[src/rtl/cap_pkg.sv]
package cap_pkg;
    typedef enum logic [1:0] {
        ST_RUN   = 2'd0,
        ST_ARMED = 2'd1,
        ST_HOLD  = 2'd2,
        ST_DONE  = 2'd3
    } cap_state_t;
endpackage

[src/rtl/cap_mem.sv]
module cap_mem #(
    parameter int DATA_W   = 32,
    parameter int LGMEMLEN = 5
) (
    input  logic                clk,
    input  logic                rst_n,
    input  logic                restart,
    input  logic                wr_en,
    input  logic [DATA_W-1:0]   wr_data,
    input  logic [LGMEMLEN-1:0] rd_addr,
    output logic [DATA_W-1:0]   rd_data,
    output logic [LGMEMLEN-1:0] ptr,
    output logic                ptr_last
);
    localparam int DEPTH = 1 << LGMEMLEN;
    localparam logic [LGMEMLEN-1:0] LAST_ADDR = LGMEMLEN'(DEPTH - 1);

    logic [DATA_W-1:0] store [DEPTH];

    always_ff @(posedge clk) begin
        if (wr_en)
            store[ptr] <= wr_data;
    end

    always_ff @(posedge clk or negedge rst_n) begin
        if (!rst_n)
            ptr <= '0;
        else if (restart)
            ptr <= '0;
        else if (wr_en)
            ptr <= ptr + 1'b1;
    end

    assign ptr_last = (ptr == LAST_ADDR);
    assign rd_data  = store[rd_addr];
endmodule

[src/rtl/cap_fsm.sv]
module cap_fsm
    import cap_pkg::*;
#(
    parameter int HOLD_W = 20
) (
    input  logic              clk,
    input  logic              rst_n,
    input  logic              ce,
    input  logic              trig_in,
    input  logic [HOLD_W-1:0] holdoff,
    input  logic              manual,
    input  logic              dis,
    input  logic              restart,
    input  logic              ptr_last,
    output logic              wr_en,
    output logic              primed,
    output logic              triggered,
    output logic              stopped,
    output logic              irq
);
    cap_state_t        state_q, state_d;
    logic [HOLD_W-1:0] cnt_q, cnt_d;
    logic              hit;

    assign hit = manual | (trig_in & ~dis);

    always_comb begin
        state_d = state_q;
        cnt_d   = cnt_q;
        if (restart) begin
            state_d = ST_RUN;
            cnt_d   = '0;
        end else if (ce) begin
            unique case (state_q)
                ST_RUN: begin
                    if (ptr_last)
                        state_d = ST_ARMED;
                end
                ST_ARMED: begin
                    if (hit) begin
                        if (holdoff == '0) begin
                            state_d = ST_DONE;
                        end else begin
                            state_d = ST_HOLD;
                            cnt_d   = holdoff;
                        end
                    end
                end
                ST_HOLD: begin
                    if (cnt_q == HOLD_W'(1))
                        state_d = ST_DONE;
                    cnt_d = cnt_q - 1'b1;
                end
                ST_DONE: begin
                    state_d = ST_DONE;
                end
            endcase
        end
    end

    always_ff @(posedge clk or negedge rst_n) begin
        if (!rst_n) begin
            state_q <= ST_RUN;
            cnt_q   <= '0;
        end else begin
            state_q <= state_d;
            cnt_q   <= cnt_d;
        end
    end

    always_comb begin
        wr_en     = 1'b0;
        primed    = 1'b0;
        triggered = 1'b0;
        stopped   = 1'b0;
        unique case (state_q)
            ST_RUN: begin
                wr_en = ce & ~restart;
            end
            ST_ARMED: begin
                wr_en  = ce & ~restart;
                primed = 1'b1;
            end
            ST_HOLD: begin
                wr_en     = ce & ~restart;
                primed    = 1'b1;
                triggered = 1'b1;
            end
            ST_DONE: begin
                primed    = 1'b1;
                triggered = 1'b1;
                stopped   = 1'b1;
            end
        endcase
        irq = stopped & ~dis;
    end
endmodule

[src/rtl/trig_capture_buf.sv]
module trig_capture_buf #(
    parameter int DATA_W   = 32,
    parameter int LGMEMLEN = 5,
    parameter int HOLD_W   = 20
) (
    input  logic                clk,
    input  logic                rst_n,
    input  logic                ce,
    input  logic                trig_in,
    input  logic [DATA_W-1:0]   sample_in,
    input  logic [HOLD_W-1:0]   cfg_holdoff,
    input  logic                cfg_manual,
    input  logic                cfg_disable,
    input  logic                cmd_restart,
    input  logic [LGMEMLEN-1:0] rd_addr,
    output logic [DATA_W-1:0]   rd_data,
    output logic                primed,
    output logic                triggered,
    output logic                stopped,
    output logic [LGMEMLEN-1:0] wr_ptr,
    output logic                irq
);
    logic wr_en;
    logic ptr_last;

    cap_fsm #(.HOLD_W(HOLD_W)) u_fsm (
        .clk       (clk),
        .rst_n     (rst_n),
        .ce        (ce),
        .trig_in   (trig_in),
        .holdoff   (cfg_holdoff),
        .manual    (cfg_manual),
        .dis       (cfg_disable),
        .restart   (cmd_restart),
        .ptr_last  (ptr_last),
        .wr_en     (wr_en),
        .primed    (primed),
        .triggered (triggered),
        .stopped   (stopped),
        .irq       (irq)
    );

    cap_mem #(.DATA_W(DATA_W), .LGMEMLEN(LGMEMLEN)) u_mem (
        .clk      (clk),
        .rst_n    (rst_n),
        .restart  (cmd_restart),
        .wr_en    (wr_en),
        .wr_data  (sample_in),
        .rd_addr  (rd_addr),
        .rd_data  (rd_data),
        .ptr      (wr_ptr),
        .ptr_last (ptr_last)
    );
endmodule

[config.mk]
export PLATFORM = sky130hd
export DESIGN_NAME = trig_capture_buf
export DESIGN_NICKNAME = d
export VERILOG_FILES = /design/src/rtl/cap_pkg.sv /design/src/rtl/cap_mem.sv /design/src/rtl/cap_fsm.sv /design/src/rtl/trig_capture_buf.sv
export SDC_FILE = /design/constraint.sdc
export NUM_CORES = 1
export LEC_CHECK = 0
export BUFFER_PORTS_ARGS = -buffer_cell sky130_fd_sc_hd__buf_4
export CORE_MARGIN = 2
export CORE_UTILIZATION = 39
export DETAILED_ROUTE_END_ITERATION = 6
export GPL_TIMING_DRIVEN = 0
export PLACE_DENSITY_LB_ADDON = 0.12
export SETUP_SLACK_MARGIN = 0.15
export SYNTH_ARGS = -nofsm -noshare
export SYNTH_HDL_FRONTEND = slang
export SYNTH_SLANG_ARGS = --single-unit
[constraint.sdc]
create_clock -name clk -period 7.5 [get_ports clk]
set_input_delay 1.125 -clock clk [delete_from_list [all_inputs] [get_ports clk]]
set_output_delay 1.125 -clock clk [all_outputs]
set_load 0.005 [all_outputs]
* After elaboration in Yosys (flattened, before gate mapping)
Memory sizes are Yosys's and may differ from the RTL's.
Cells that the tools add are included.
** Word-level totals
- Memories kept :: 1
- Bits in writable memories :: 1024
- Output and inout port bits :: 41
- Flip-flop bits (word level) :: 27
- Logic and storage cells :: 51
- Input port bits :: 64
** Memories
- u_mem.store :: words 32, bits a word 32, rd ports 1, clocked after memory_dff 0, write ports 1, RTL line cap_mem.sv:18 : logic [DATA_W-1:0] store [DEPTH];
** Cells by class
- Reduce and logical (&&, ||, !) cells :: 10
- Mux-type cells :: 20
- Bitwise gates (word level) :: 6
- Eq/ne operators :: 9
- $add $sub $neg :: 2
** Operators by type and width (number)
- 20-bit two-way mux :: 4
- 20-bit case mux with 2 select lines :: 1
- 20-bit by 1-bit == test with 1-bit output (second input constant) :: 1
- 20-bit zero test :: 1
- 20-bit by 1-bit subtractor with 20-bit output (second input constant) :: 1
- 2-bit two-way mux :: 5
- 5-bit two-way mux :: 2
- 2-bit case mux with 4 select lines :: 1
- 4-bit AND reduction :: 2
- 1-bit two-way mux :: 7
- 3-bit by 2-bit != test with 1-bit output (second input constant) :: 2
- 3-bit != test (second input constant) :: 2
- 3-bit OR reduction :: 2
- 5-bit by 1-bit adder with 5-bit output (second input constant) :: 1
- 5-bit == test (second input constant) :: 1
- 2-bit == test (second input constant) :: 2
- 2-bit nonzero test :: 2
- 1-bit AND :: 3
- 3-bit nonzero test :: 1
- 2-bit by 1-bit == test with 1-bit output (second input constant) :: 1
- 2-bit zero test :: 1
- 1-bit NOT :: 2
- 2-bit OR reduction :: 1
- 1-bit bitwise OR :: 1

* Logic depth before layout (Yosys ltp)
Gate-level depths: netlist of run 1.
- Word-level depth :: 7
- Depth in mapped cells :: 8

* Cells and area by module
From an unflattened synthesis of run 1, not the netlist that was laid out.
** Unflattened totals
- Cell total of the unflattened synthesis :: 2455
- Area total of the unflattened synthesis :: 41781.3 um^2
** By module, submodules not included
- cap_mem :: area each 40167.3 um^2, sequential area each 30874.6 um^2, instances 1, cells each 2258
- cap_fsm :: area each 1614.0 um^2, sequential area each 550.5 um^2, instances 1, cells each 197

* Worst setup path before layout of run 1
OpenSTA, ideal clock, no wires.
- Path type :: input-to-output
- From :: input rd_addr[0]
- To :: output rd_data[10]
- Arrival time :: 2.712 ns
- Path buffers :: 3
- Slack :: 3.663 ns
- Data required time :: 6.375 ns
- Stages on the path :: 6
- Cell sequence :: buf_2 -> buf_6 -> buf_6 -> mux4_2 -> mux4_2 -> o21a_1
** Between the ends
- Longest elaborated chain between the ends :: 1
** RTL lines
- from (decl) :: RTL line trig_capture_buf.sv:15 : input logic [LGMEMLEN-1:0] rd_addr,
- memory 32 x 32 bit
- to (decl) :: RTL line trig_capture_buf.sv:16 : output logic [DATA_W-1:0] rd_data,
Every way passes these cells.

* Final worst setup path of run 1
- From :: input rd_addr[2]
- To :: output rd_data[22]
Same word-level chain as after synthesis.

==> results of run 1 <==
-- power by group through the flow --
stage | clock (mW) | combinational (mW) | sequential [mW]
global placement | 0 | 0.631 | 6.59
CTS | 5.32 | 0.653 | 6.47
finish | 5.22 | 0.642 | 6.47
floorplan | 0 | 0.324 | 6.59
detailed placement | 0 | 0.651 | 6.59
global route | 5.54 | 0.681 | 6.47
-- metrics by stage --
step	setup WS (ns)	hold slack, ns	instance area, um^2	power, mW
floorplan	3.663	0.5164	40870	6.916
finish	2.190	0.3615	47750	12.33
CTS	2.233	0.3401	47740	12.44
global route	2.127	0.3612	47750	12.69
detailed placement	2.235	0.5505	44300	7.242
global placement	0.6294	0.5423	43340	7.222
-- layout make-up --
cell class	instances	area, um^2
fill	8586	56050
sequential	1051	31430
multi-input combinational	639	9128
clock buffer	135	2889
tap	1380	1727
timing repair buffer	134	1466
clock inverter	70	553.0
buffer	99	531.8
inverter	7	26.28
-- flip-flops by register name, indices dropped and copies added, names as in the netlist --
signal	count
u_fsm.cnt_q	20
u_fsm.state_q	2
u_mem.ptr	5
u_mem.store	1024
-- per-layer routing --
layer | wire length, um | vias up | share of wire | global-route usage
li1 | - | 8181 | - | -
met1 | 46810 | 10850 | 0.42 | 0.2845
met2 | 54930 | 723 | 0.50 | 0.3436
met3 | 6362 | 136 | 0.058 | 0.03225
met4 | 2448 | 0 | 0.022 | 0.05714
met5 | 0 | - | 0 | 0
-- worst max-delay path by stage --
stage	startpoint	cells past startpoint	slack (ns)	to
after floorplan	rd_addr[0]	6	3.66	rd_data[10]
after global placement	ce	5	0.63	u_mem.store[24][5]$_DFFE_PP_
after detailed placement	rd_addr[2]	7	2.24	rd_data[22]
after CTS	rd_addr[2]	7	2.23	rd_data[22]
after global routing	rd_addr[2]	7	2.13	rd_data[22]
final	rd_addr[2]	7	2.19	rd_data[22]
-- synth_stat cells, types with 5 or more instances --
master / number / area [um^2]
edfxtp_1: 1024 / 30750
mux4_2: 288 / 6486
mux2i_1: 66 / 660.6
nor2_1: 52 / 195.2
clkbuf_1: 51 / 191.4
a22oi_1: 33 / 247.7
o21a_1: 33 / 247.7
dfrtp_1: 27 / 675.7
a21oi_1: 26 / 130.1
nand2_1: 25 / 93.84
buf_2: 22 / 110.1
buf_6: 13 / 146.4
buf_4: 9 / 67.56
o21ai_1: 9 / 45.04
nor4_1: 8 / 50.05
ha_1: 7 / 87.58
inv_1: 7 / 26.28
nor2b_1: 7 / 43.79
nor3_1: 7 / 35.03
nand2b_1: 6 / 37.54
nand3_1: 6 / 30.03
o22ai_1: 6 / 37.54
o41ai_1: 6 / 52.55
o21ai_0: 5 / 25.02
-- critical path, cell delays in order --
cell and delay (ns):
clkbuf_1 0.55, buf_1 0.93, buf_2 0.61, mux2i_1 0.17, a22oi_1 0.21, o21a_1 0.38
buf_4 0.18
-- kinds of logic after synthesis --
group / after synthesis / share of synthesized area
multiplexers: 354 / 0.1749
AO/OA/AOI/OAI: 140 / 0.02376
XOR/XNOR: 3 / 0.0006430
adder cells (fa/ha/maj): 7 / 0.002143
AND/OR/NAND/NOR: 135 / 0.01604
flip-flops: 1051 / 0.7689
buffers and inverters: 106 / 0.01362
==> results.md, run 1 <==
- The run finished with clean final reports.
- The number of gates resized after cts is 0.
- The highest fanout seen on the critical path is 10.
- The highest ir drop seen on vdd is 0.0001878 V.
- Row generation in the floorplan step produced 118 rows.
- The max-slew violation count is 0.
- The required time at the worst-slack endpoint is 6.38 ns.
- For this run, the top clock speed supported by timing is 0.1883 GHz.
- STA classifies the critical path endpoint as a primary output.
- The leakage power is 15.08 nW.
- The leading register cell type out of synthesis is edfxtp_1.
- The net switching power is 2.637 mW.
- The global placer's final weighted congestion is 0.8138.
- The type of the worst min-delay path is input port to async pin.
- The hold violation count in the final report is 0.
- The first global-routing pass estimated 154,700 um of wire.
- The total placed cells including tap cells is 3,310.
- The total global routing overflow is 0.
- The sequential share of the synthesized area is 0.7689.
- The via count of the routed design is 19,890.
- The cell chosen for the clock root is clkbuf_16.
- The DRC violation total after the first TritonRoute iteration is 2,068.
- The relative contribution of sequential cells to total power is 0.525.
- Leaving out fill and tap cells, the most frequent cells in the layout are edfxtp_1 (1,024), mux4_2 (288), clkbuf_16 (112).
- The worst register-to-register path has a setup slack of 3.80 ns.
- Relative to the synthesized area, the layout overhead comes to 16.83%.
- Setup repair after global routing left no endpoint under its margin.
- The number of max-capacitance violations reported is 0.
- The initial utilization of the core area, before any placement, comes to 0.3938.
- After synthesis the netlist holds a flip-flop and latch count of 1,051.
- After detailed routing, the number of vias per cell comes to 5.658.
- On the final layout, the worst clock skew is 0.01971 ns.
- The floorplan step defined a die boundary enclosing 107,400 um^2.
- The worst setup path category is input port to primary output.
- The floorplan step defined a core boundary enclosing 103,800 um^2.
- The wire-length estimate of the detail-placed layout is 71,230 um.
- The sum of negative setup slack is 0 ns.
- The CTS clock-pin slew for the worst setup and hold paths is 0.06 ns.
- Cell internal power was estimated by the tool at 9.693 mW.
- Setup violations remaining at the end of the flow were counted as 0.
- In this run the critical register-to-register path is launched from u_fsm.state_q[1]$_DFFE_PN0P_.
- TritonCTS created 112 clock buffers.
- The final period demand of the worst path is 5.310 ns.
- For this run, asynchronously set or reset flops after synthesis account for 0.02569.
- The post-synthesis cell area is 40,870 um^2.
- The number of antenna diodes in the final layout is 0.
- Measured along the x axis, the die boundary spans 327.7 um.
- The number of synthesized flops with an enable pin is 1,024.
- In this run the vertical extent of the chip is 327.7 um.
- The final routed wirelength across all metal layers is 110,500 um.
- The share of total power dissipated in combinational logic is 0.052.
- The clock passes through at most 3 buffers.
- The number of distinct library cell variants in the gate-level netlist after synthesis is 53.
- The count of non-filler cells in the finished layout is 3,515.
- The via count of the first global-routing pass is 20,810.
- For the pin with the worst max-slew slack, the measured transition is 1.215 ns.
- During placement, the flow inserted port buffers numbering 99.
- The part of the power in the clock network is 0.423.
- The total power per unit cell area is 258.3 nW/um^2.
- The number of nets handed over by synthesis was 1,867.
- The post-synthesis area per instance is 22.76 um^2.
- The H-tree generated during clock tree synthesis spans 3 levels.
- The number of nets with antenna violations after routing is 0.
- Yosys printed 0 warnings.
- Data arrives at the worst endpoint at 4.19 ns.
- The setup fix buffers added after clock tree synthesis is 0.
- The leading cell type in the layout, fill and taps excluded is edfxtp_1.
- The share of layout cells above drive strength 1 is 0.3040.
- The kind of start point of the critical path is an input port.
- In this run the tightest slew margin relative to its limit is 0.1900.
- TritonCTS built the clock tree.
- Dividing the detail-routed wire length by the instance count gives 31.45 um.
- The first TritonRoute pass finished after 5 iterations.
- The initial antenna violation count was 1.
- The post-cts hold buffer count is 0.
- The depth of the worst register-to-register path is 6.
- The final layout contains 2,115 nets.
- The total DRC errors in the routed layout is 0.
- The fraction of power spent switching nets is 0.2139.
- The total clock sinks is 1,051.
- Across every metal layer, demand over resource in global routing totals 0.2067.
- The clock latency at the later pin of the worst-skew pair is 0.69 ns.
- The period utilization is 0.7080.
- The number of primary I/O pins is 105.
- At the end of the flow the core is filled with cells to 0.4600.
- Entering global routing, the biggest net connects 33 pins.
- The destination of the worst register-to-register timing path is u_mem.store[31][0]$_DFFE_PP_.
- Synthesis produced a netlist whose cell count is 1,796.
(Power assumes the default switching activity.)
==> inputs of run 2 (changes only) <==
==> constraint.sdc (replaced) <==
create_clock -name clk -period 4.8 [get_ports clk]
set_input_delay 0.72 -clock clk [delete_from_list [all_inputs] [get_ports clk]]
set_output_delay 0.72 -clock clk [all_outputs]
set_load 0.005 [all_outputs]
==> run 2 against run 1 <==
  * Non-clock buffer count increased by 1
  * Clock power grew 56%
  * Wire length shrank 0.10%
  * Via count is essentially flat
  * Sequential share of layout area hardly changed
  * Core utilization about the same
  * Sequential cell count is the same
  * Cell count about the same
  * Critical path depth unchanged
  * Critical path type unchanged
  * Largest power group unchanged
==> results.md, run 2 (synthesized netlist as in run 1, its figures left out) <==
- The cell chosen for the clock root is clkbuf_16.
- The period utilization is 0.9428.
- The signed area change from the synthesized netlist to the final layout is 16.85%.
- The total area inside the core boundary comes to 103,800 um^2.
- The fraction of power spent switching nets is 0.2136.
- In this run the count of I/O pins placed on the die edge is 105.
- The net switching power is 4.115 mW.
- STA classifies the critical path startpoint as an input port.
- For the pin with the worst max-slew slack, the measured transition is 1.238 ns.
- The number of placement rows is 118.
- The share of power burned in combinational logic is 0.052.
- The count of input and output buffers is 99.
- The total global routing overflow is 0.
- The global-route wire length before repair is 154,700 um.
- The share of layout cells above drive strength 1 is 0.3038.
- The completed layout was analyzed and its total power is 19.26 mW.
- For this design the static power due to leakage is 15.08 nW.
- Buffers inserted during clock tree synthesis total 112.
- The number of buffers between clock root and the deepest sink is 3.
- The slowest stage of the critical path is the buf_1 cell.
- The share of the core filled with cells in the final layout is 0.4601.
- In the routed design, unresolved DRC markers number 0.
- The worst slew slack as a fraction of its limit is 0.1745.
- For the worst-skew pair, the clock arrives at the later sink with an insertion delay of 0.69 ns.
- The post-route cell area is 47,760 um^2.
- The top register by number of flip-flops is u_mem.store.
- The CTS clock-pin slew for the worst setup and hold paths is 0.06 ns.
- The destination of the worst register-to-register timing path is u_mem.store[31][0]$_DFFE_PP_.
- The capturing element type of the critical path is a primary output.
- The final period demand of the worst path is 4.525 ns.
- Setup repair after global routing left no endpoint under its margin.
- The slack of the worst reg-to-reg path is 1.11 ns.
- The initial cell density of the core is 0.3938.
- VDD sags by at most 0.0002938 V.
- Setup violations remaining at the end of the flow were counted as 0.
- The horizontal die dimension is 327.7 um.
- The worst hold path begins at cfg_holdoff[14].
- The overall fraction of global-route tracks in use is 0.2067.
- The type of the worst min-delay path is input port to flop.
- Walking the worst path, the cells encountered are clkbuf_1, buf_1, buf_2, mux2i_1, a22oi_1, o21a_1, buf_4.
- Clock tree synthesis found a total of 1,051 sinks.
- The via count of the first global-routing pass was 20,810.
- The worst register-to-register path begins at u_fsm.state_q[1]$_DFFE_PN0P_.
- After detailed routing, the total wire length is 110,400 um.
- The initial antenna violation count is 1.
- Power spread over the standard cell area amounts to 403.3 nW/um^2.
- For this block, the via count after detailed routing is 19,870.
- The vertical die dimension is 327.7 um.
- The instance area after placement is 44,300 um^2.
- Timing analysis after detailed placement gives a worst setup slack of 0.3452 ns.
- The critical path launch point is rd_addr[2].
- The most critical setup path has its endpoint at rd_data[22].
- The H-tree depth reported by CTS is 3.
- The total half-perimeter wirelength after legalization and detailed placement is 71,230 um.
- The setup slack of the critical path after layout is 0.2747 ns.
- At the worst endpoint, the required time is 4.08 ns.
- The number of nets in the layout is 2,116.
- Dividing the detail-routed via count by the number of cells gives 5.652.
- The library cell used most frequently in the layout, excluding fill and tap cells, is edfxtp_1.
- In this run the worst path has a maximum fanout of 10.
- The average routed wire per standard cell is 31.41 um.
- The first routing iteration left 2,102 violations.
- After filler insertion, the fill cell instance count of the layout stands at 8,587.
- The internal power component is 15.15 mW.
- The worst setup path category is input port to primary output.
- The relative contribution of sequential cells to total power is 0.525.
- The hold violation count in the final report is 0.
- The max-slew violation count is 0.
- The flow ran to the end, and the final reports show no timing, DRC or antenna violations.
- The number of antenna diodes in the final layout is 0.
- TritonCTS built the clock tree.
- The depth of the worst register-to-register path is 6.
- STA puts the critical path data arrival time at 3.81 ns.
- In the layout the commonest cells are edfxtp_1 (1,024), mux4_2 (288), clkbuf_16 (112).
- The largest clock skew in the final design is 0.01915 ns.
- The first detailed-routing pass took 6 iterations.
- The number of nets with antenna violations after routing is 0.
- The part of the power in the clock network is 0.423.
- The number of max-capacitance violations reported is 0.
- The largest registers in the layout are u_mem.store: 1024 flops, u_fsm.cnt_q: 20 flops, u_mem.ptr: 5 flops.
- The highest attainable clock frequency is 0.2210 GHz.
- The delay contributed by the slowest stage of the critical path is 0.93 ns.
- The die covers 107,400 um^2.
- The global placer's final weighted congestion is 0.8138.
- The number of gates resized after cts is 0.
- The number of flip-flops in the largest register is 1,024.
- The largest net degree at the start of global routing is 33.
run 2: final cells by class:
| class | count | area, um^2 | area share |
|---|---|---|---|
| sequential | 1051 | 31430 | 0.6580 |
| multi-input combinational | 639 | 9128 | 0.1911 |
| clock buffer | 135 | 2889 | 0.06050 |
| tap | 1380 | 1727 | 0.03616 |
| timing repair buffer | 135 | 1476 | 0.03092 |
| clock inverter | 70 | 553.0 | 0.01158 |
| buffer | 99 | 531.8 | 0.01113 |
| inverter | 7 | 26.28 | 0.0005502 |
run 2: power by group through the flow:
| stage | Combinational, mW | Clock (mW) | Sequential [mW] |
|---|---|---|---|
| final | 1.00 | 8.15 | 10.1 |
| after global routing | 1.06 | 8.65 | 10.1 |
| after floorplan | 0.506 | 0 | 10.3 |
| after detailed placement | 1.02 | 0 | 10.3 |
| after global placement | 0.985 | 0 | 10.3 |
| after CTS | 1.02 | 8.31 | 10.1 |
run 2: stage by stage:
step / std cells / TNS [ns] / hold slack [ns]
after floorplan: 1796 / 0 / 0.4244
after global placement: 3275 / -1403.25 / 0.5423
after detailed placement: 3310 / 0 / 0.5505
after CTS: 3516 / 0 / 0.2901
after global routing: 3516 / 0 / 0.3442
final: 3516 / 0 / 0.3332
run 2: repair_timing:
action,CTS,global route
hold endpoints to repair,27,0
setup buffers,0,0
hold buffers,1,0
endpoints found under the setup margin,0,0
run 2: per-layer routing:
metal | track usage | part of all wire | vias up
li1 | - | - | 8181
met1 | 0.2845 | 0.43 | 10840
met2 | 0.3436 | 0.49 | 702
met3 | 0.03225 | 0.057 | 148
met4 | 0.05714 | 0.023 | 0
met5 | 0 | 0 | -
run 2: worst min path at each step:
stage                                  endpoint  slack [ns]  cells past startpoint
finish              u_fsm.cnt_q[14]$_DFFE_PN0P_        0.33                      3
global route        u_fsm.cnt_q[14]$_DFFE_PN0P_        0.34                      3
CTS                 u_fsm.cnt_q[14]$_DFFE_PN0P_        0.29                      3
detailed placement  u_fsm.cnt_q[13]$_DFFE_PN0P_        0.55                      2
global placement    u_fsm.cnt_q[18]$_DFFE_PN0P_        0.54                      2
floorplan            u_fsm.cnt_q[0]$_DFFE_PN0P_        0.42                      0
run 2: worst max-delay path: cells and delay by family:
kind	cells	cell delay, ns
compound gates	2	0.57
buf+inv	4	2.29
mux	1	0.17
==> inputs of run 3 (changes only) <==
==> constraint.sdc (replaced) <==
create_clock -name clk -period 4.48 [get_ports clk]
set_input_delay 0.672 -clock clk [delete_from_list [all_inputs] [get_ports clk]]
set_output_delay 0.672 -clock clk [all_outputs]
set_load 0.005 [all_outputs]
==> run 3 against run 2 <==
  * Hold slack lost 0.046 ns
  * Cell count is the same
  * Combinational power grew 8%
  * Core utilization is essentially flat
  * Clock power grew 7.2%
  * Via count is essentially flat
  * Sequential cell count is the same
  * Highest routed layer unchanged
==> results.md, run 3 (synthesized netlist as in run 1, its figures left out) <==
- The flow ran to the end, and the final reports show no timing, DRC or antenna violations.
- The number of primary I/O pins is 105.
- For the finished layout, the period the worst path requires is 4.228 ns.
- The largest net degree at the start of global routing is 33.
- The number of buffers and inverters on the critical path is 4.
- Once detail routing completed, the nets flagged for antenna violations numbered 0.
- The share of total power dissipated in sequential elements is 0.524.
- The library cell used most frequently in the layout, excluding fill and tap cells, is edfxtp_1.
- Setup slack on the worst reg-to-reg path comes out at 0.77 ns.
- The tightest min-delay check is of the input port to flop type.
- The later pin in the worst-skew pair is clocked with a latency of 0.69 ns.
- Internal power comes to 16.23 mW.
- The critical path is of the input port to primary output type.
- The number of inserted diodes is 0.
- The number of nets in the layout is 2,116.
- Setup violations remaining at the end of the flow were counted as 0.
- For this run, the top clock speed supported by timing is 0.2365 GHz.
- Setup repair after global routing left no endpoint under its margin.
- The max-slew violation count was 0.
- The worst register-to-register path ends at u_mem.store[31][0]$_DFFE_PP_.
- The clock drives 1,051 sinks.
- The die is 327.7 um wide.
- The number of buffers between clock root and the deepest sink is 3.
- The final-layout worst hold slack is 0.2869 ns.
- The net switching power is 4.416 mW.
- The leakage power is 15.09 nW.
- The largest registers in the layout are u_mem.store: 1024 flops, u_fsm.cnt_q: 20 flops, u_mem.ptr: 5 flops.
- The vertical die dimension is 327.7 um.
- Data on the critical path arrives at its endpoint at 3.56 ns.
- Of the total power, the share spent switching nets is 0.2139.
- The hold violation count in the final report came to 0.
- The initial utilization of the core area, before any placement, comes to 0.3938.
- The share of the core filled with cells in the final layout is 0.4601.
- The most frequent cell on the critical path is buf_2.
- The kind of cell adding the most delay to the critical path is buffers and inverters.
- The via count of the first global-routing pass is 20,810.
- The first global-routing pass estimated 154,700 um of wire.
- Dividing the detail-routed wire length by the instance count gives 31.40 um.
- The area of the core is 103,800 um^2.
- The CTS clock-pin slew for the worst setup and hold paths is 0.06 ns.
- STA classifies the critical path startpoint as an input port.
- Buffers placed on the I/O ports in this run total 99.
- The worst slew slack as a fraction of its limit is 0.1727.
- Across the VDD grid, the largest voltage drop is 0.0003158 V.
- In this run, CTS created clock tree buffers numbering 112.
- For the worst flop-to-flop path, the logic depth is 6.
- In this run the power density over the cells is 432.3 nW/um^2.
- The first TritonRoute pass finished after 5 iterations.
- The TritonCTS clock tree is yes.
- OpenSTA, run right after detailed placement, puts the worst setup slack at 0.1212 ns.
- The H-tree depth reported by CTS is 3.
- The via count of the routed design is 19,860.
- After legalization and detailed placement, the total HPWL measured 71,230 um.
- The total overflow left after global routing is 0.
- The top cell types in the final layout, fill and taps aside, are edfxtp_1 (1,024), mux4_2 (288), clkbuf_16 (112).
- In the global route stage, overall resource usage came out at 0.2067.
- At the end of routability-driven placement, the weighted congestion stood at 0.8138.
- The final total power is 20.64 mW.
- Clock tree synthesis selected as its root buffer the cell clkbuf_16.
- The number of flip-flops in the largest register is 1,024.
- The share of total power dissipated in combinational logic is 0.052.
- The largest clock skew in the final design is 0.01753 ns.
- The reg-to-reg startpoint is u_fsm.state_q[1]$_DFFE_PN0P_.
- The setup slack of the critical path after layout is 0.2519 ns.
- The delay contributed by the slowest stage of the critical path is 0.84 ns.
- The total DRC errors in the routed layout is 0.
- The highest fanout seen on the critical path is 10.
- For the worst setup path, the data required time is 3.81 ns.
- The overall die area is 107,400 um^2.
- The worst hold path begins at cfg_holdoff[14].
- For this block, the initial DRC count from the detailed router was 2,037.
- The number of max-capacitance violations reported is 0.
- The part of the power in the clock network is 0.423.
- Ranked by flip-flop count, first place goes to u_mem.store.
- Of the cells placed in the final design, the portion with a size suffix greater than 1 is 0.3048.
- The worst hold path terminates at u_fsm.cnt_q[14]$_DFFE_PN0P_.
- Of the available clock period, the critical path in the final layout requires 0.9438.
- From synthesis to final layout, the design area changed by 16.86%.
- The cell with the largest stage delay on the worst path is clkbuf_1.
- The number of placement rows is 118.
- STA classifies the critical path endpoint as a primary output.
- The average vias per placed instance is 5.648.
- The initial antenna violation count was 1.
- Traced cell by cell, the critical path runs through buf_2, buf_2, clkbuf_1, mux4_2, mux2i_1, a22oi_1, o21a_1, buf_4.
- The cell depth of the worst min-delay path is 3.
- The final layout contains routed wiring with a total length of 110,400 um.
- For the pin with the worst max-slew slack, the measured transition is 1.241 ns.
## run 3: cell types whose count changed in the layout (fill, tap and decap cells not counted)
| cell | change |
|---|---|
| clkbuf_2 | +2 |
| buf_1 | -1 |
| clkbuf_1 | -1 |
## run 3: per-layer routing
metal,wire length (um),vias up,share of wire,track usage
li1,-,8181,-,-
met1,46920,10860,0.42,0.2845
met2,54820,680,0.50,0.3436
met3,6181,141,0.056,0.03225
met4,2486,0,0.023,0.05714
met5,0,-,0,0
## run 3: worst max path at each step
stage,start,to,depth (start not counted)
after global routing,rd_addr[1],rd_data[22],8
after CTS,rd_addr[2],rd_data[22],7
after detailed placement,rd_addr[2],rd_data[22],7
after floorplan,ce,u_mem.store[31][0]$_DFFE_PP_,4
after global placement,ce,u_mem.store[24][5]$_DFFE_PP_,5
final,rd_addr[1],rd_data[22],8
## run 3: worst min-delay path, delay by kind of cell
kind            cells  cell delay, ns
buf+inv             1            0.09
compound gates      2            0.16
## run 3: area by class of cell
cell class | instances | area (um^2)
Multi-Input combinational cell | 639 | 9128
Buffer | 99 | 534.3
Inverter | 7 | 26.28
Timing Repair Buffer | 135 | 1476
Fill cell | 8588 | 56030
Sequential cell | 1051 | 31430
Tap cell | 1380 | 1727
Clock buffer | 135 | 2889
Clock inverter | 70 | 553.0
## run 3: power by group through the flow
| stage | Clock (mW) | Sequential (mW) | Combinational [mW] |
|---|---|---|---|
| floorplan | 0 | 11.0 | 0.543 |
| global placement | 0 | 11.0 | 1.06 |
| detailed placement | 0 | 11.0 | 1.09 |
| CTS | 8.90 | 10.8 | 1.09 |
| global route | 9.27 | 10.8 | 1.14 |
| finish | 8.74 | 10.8 | 1.08 |
## run 3: timing repair
action,in CTS,in global routing
setup endpoints to repair,3,8
gates resized for setup,2,1
hold endpoints to repair,27,0
setup buffers,0,0
hold buffers,1,0
## run 3: metrics by stage
stage / instances / setup TNS (ns) / area, um^2
floorplan: 1796 / 0 / 40870
global placement: 3275 / -1681.78 / 43340
detailed placement: 3310 / 0 / 44300
CTS: 3516 / 0 / 47760
global route: 3516 / 0 / 47760
finish: 3516 / 0 / 47760
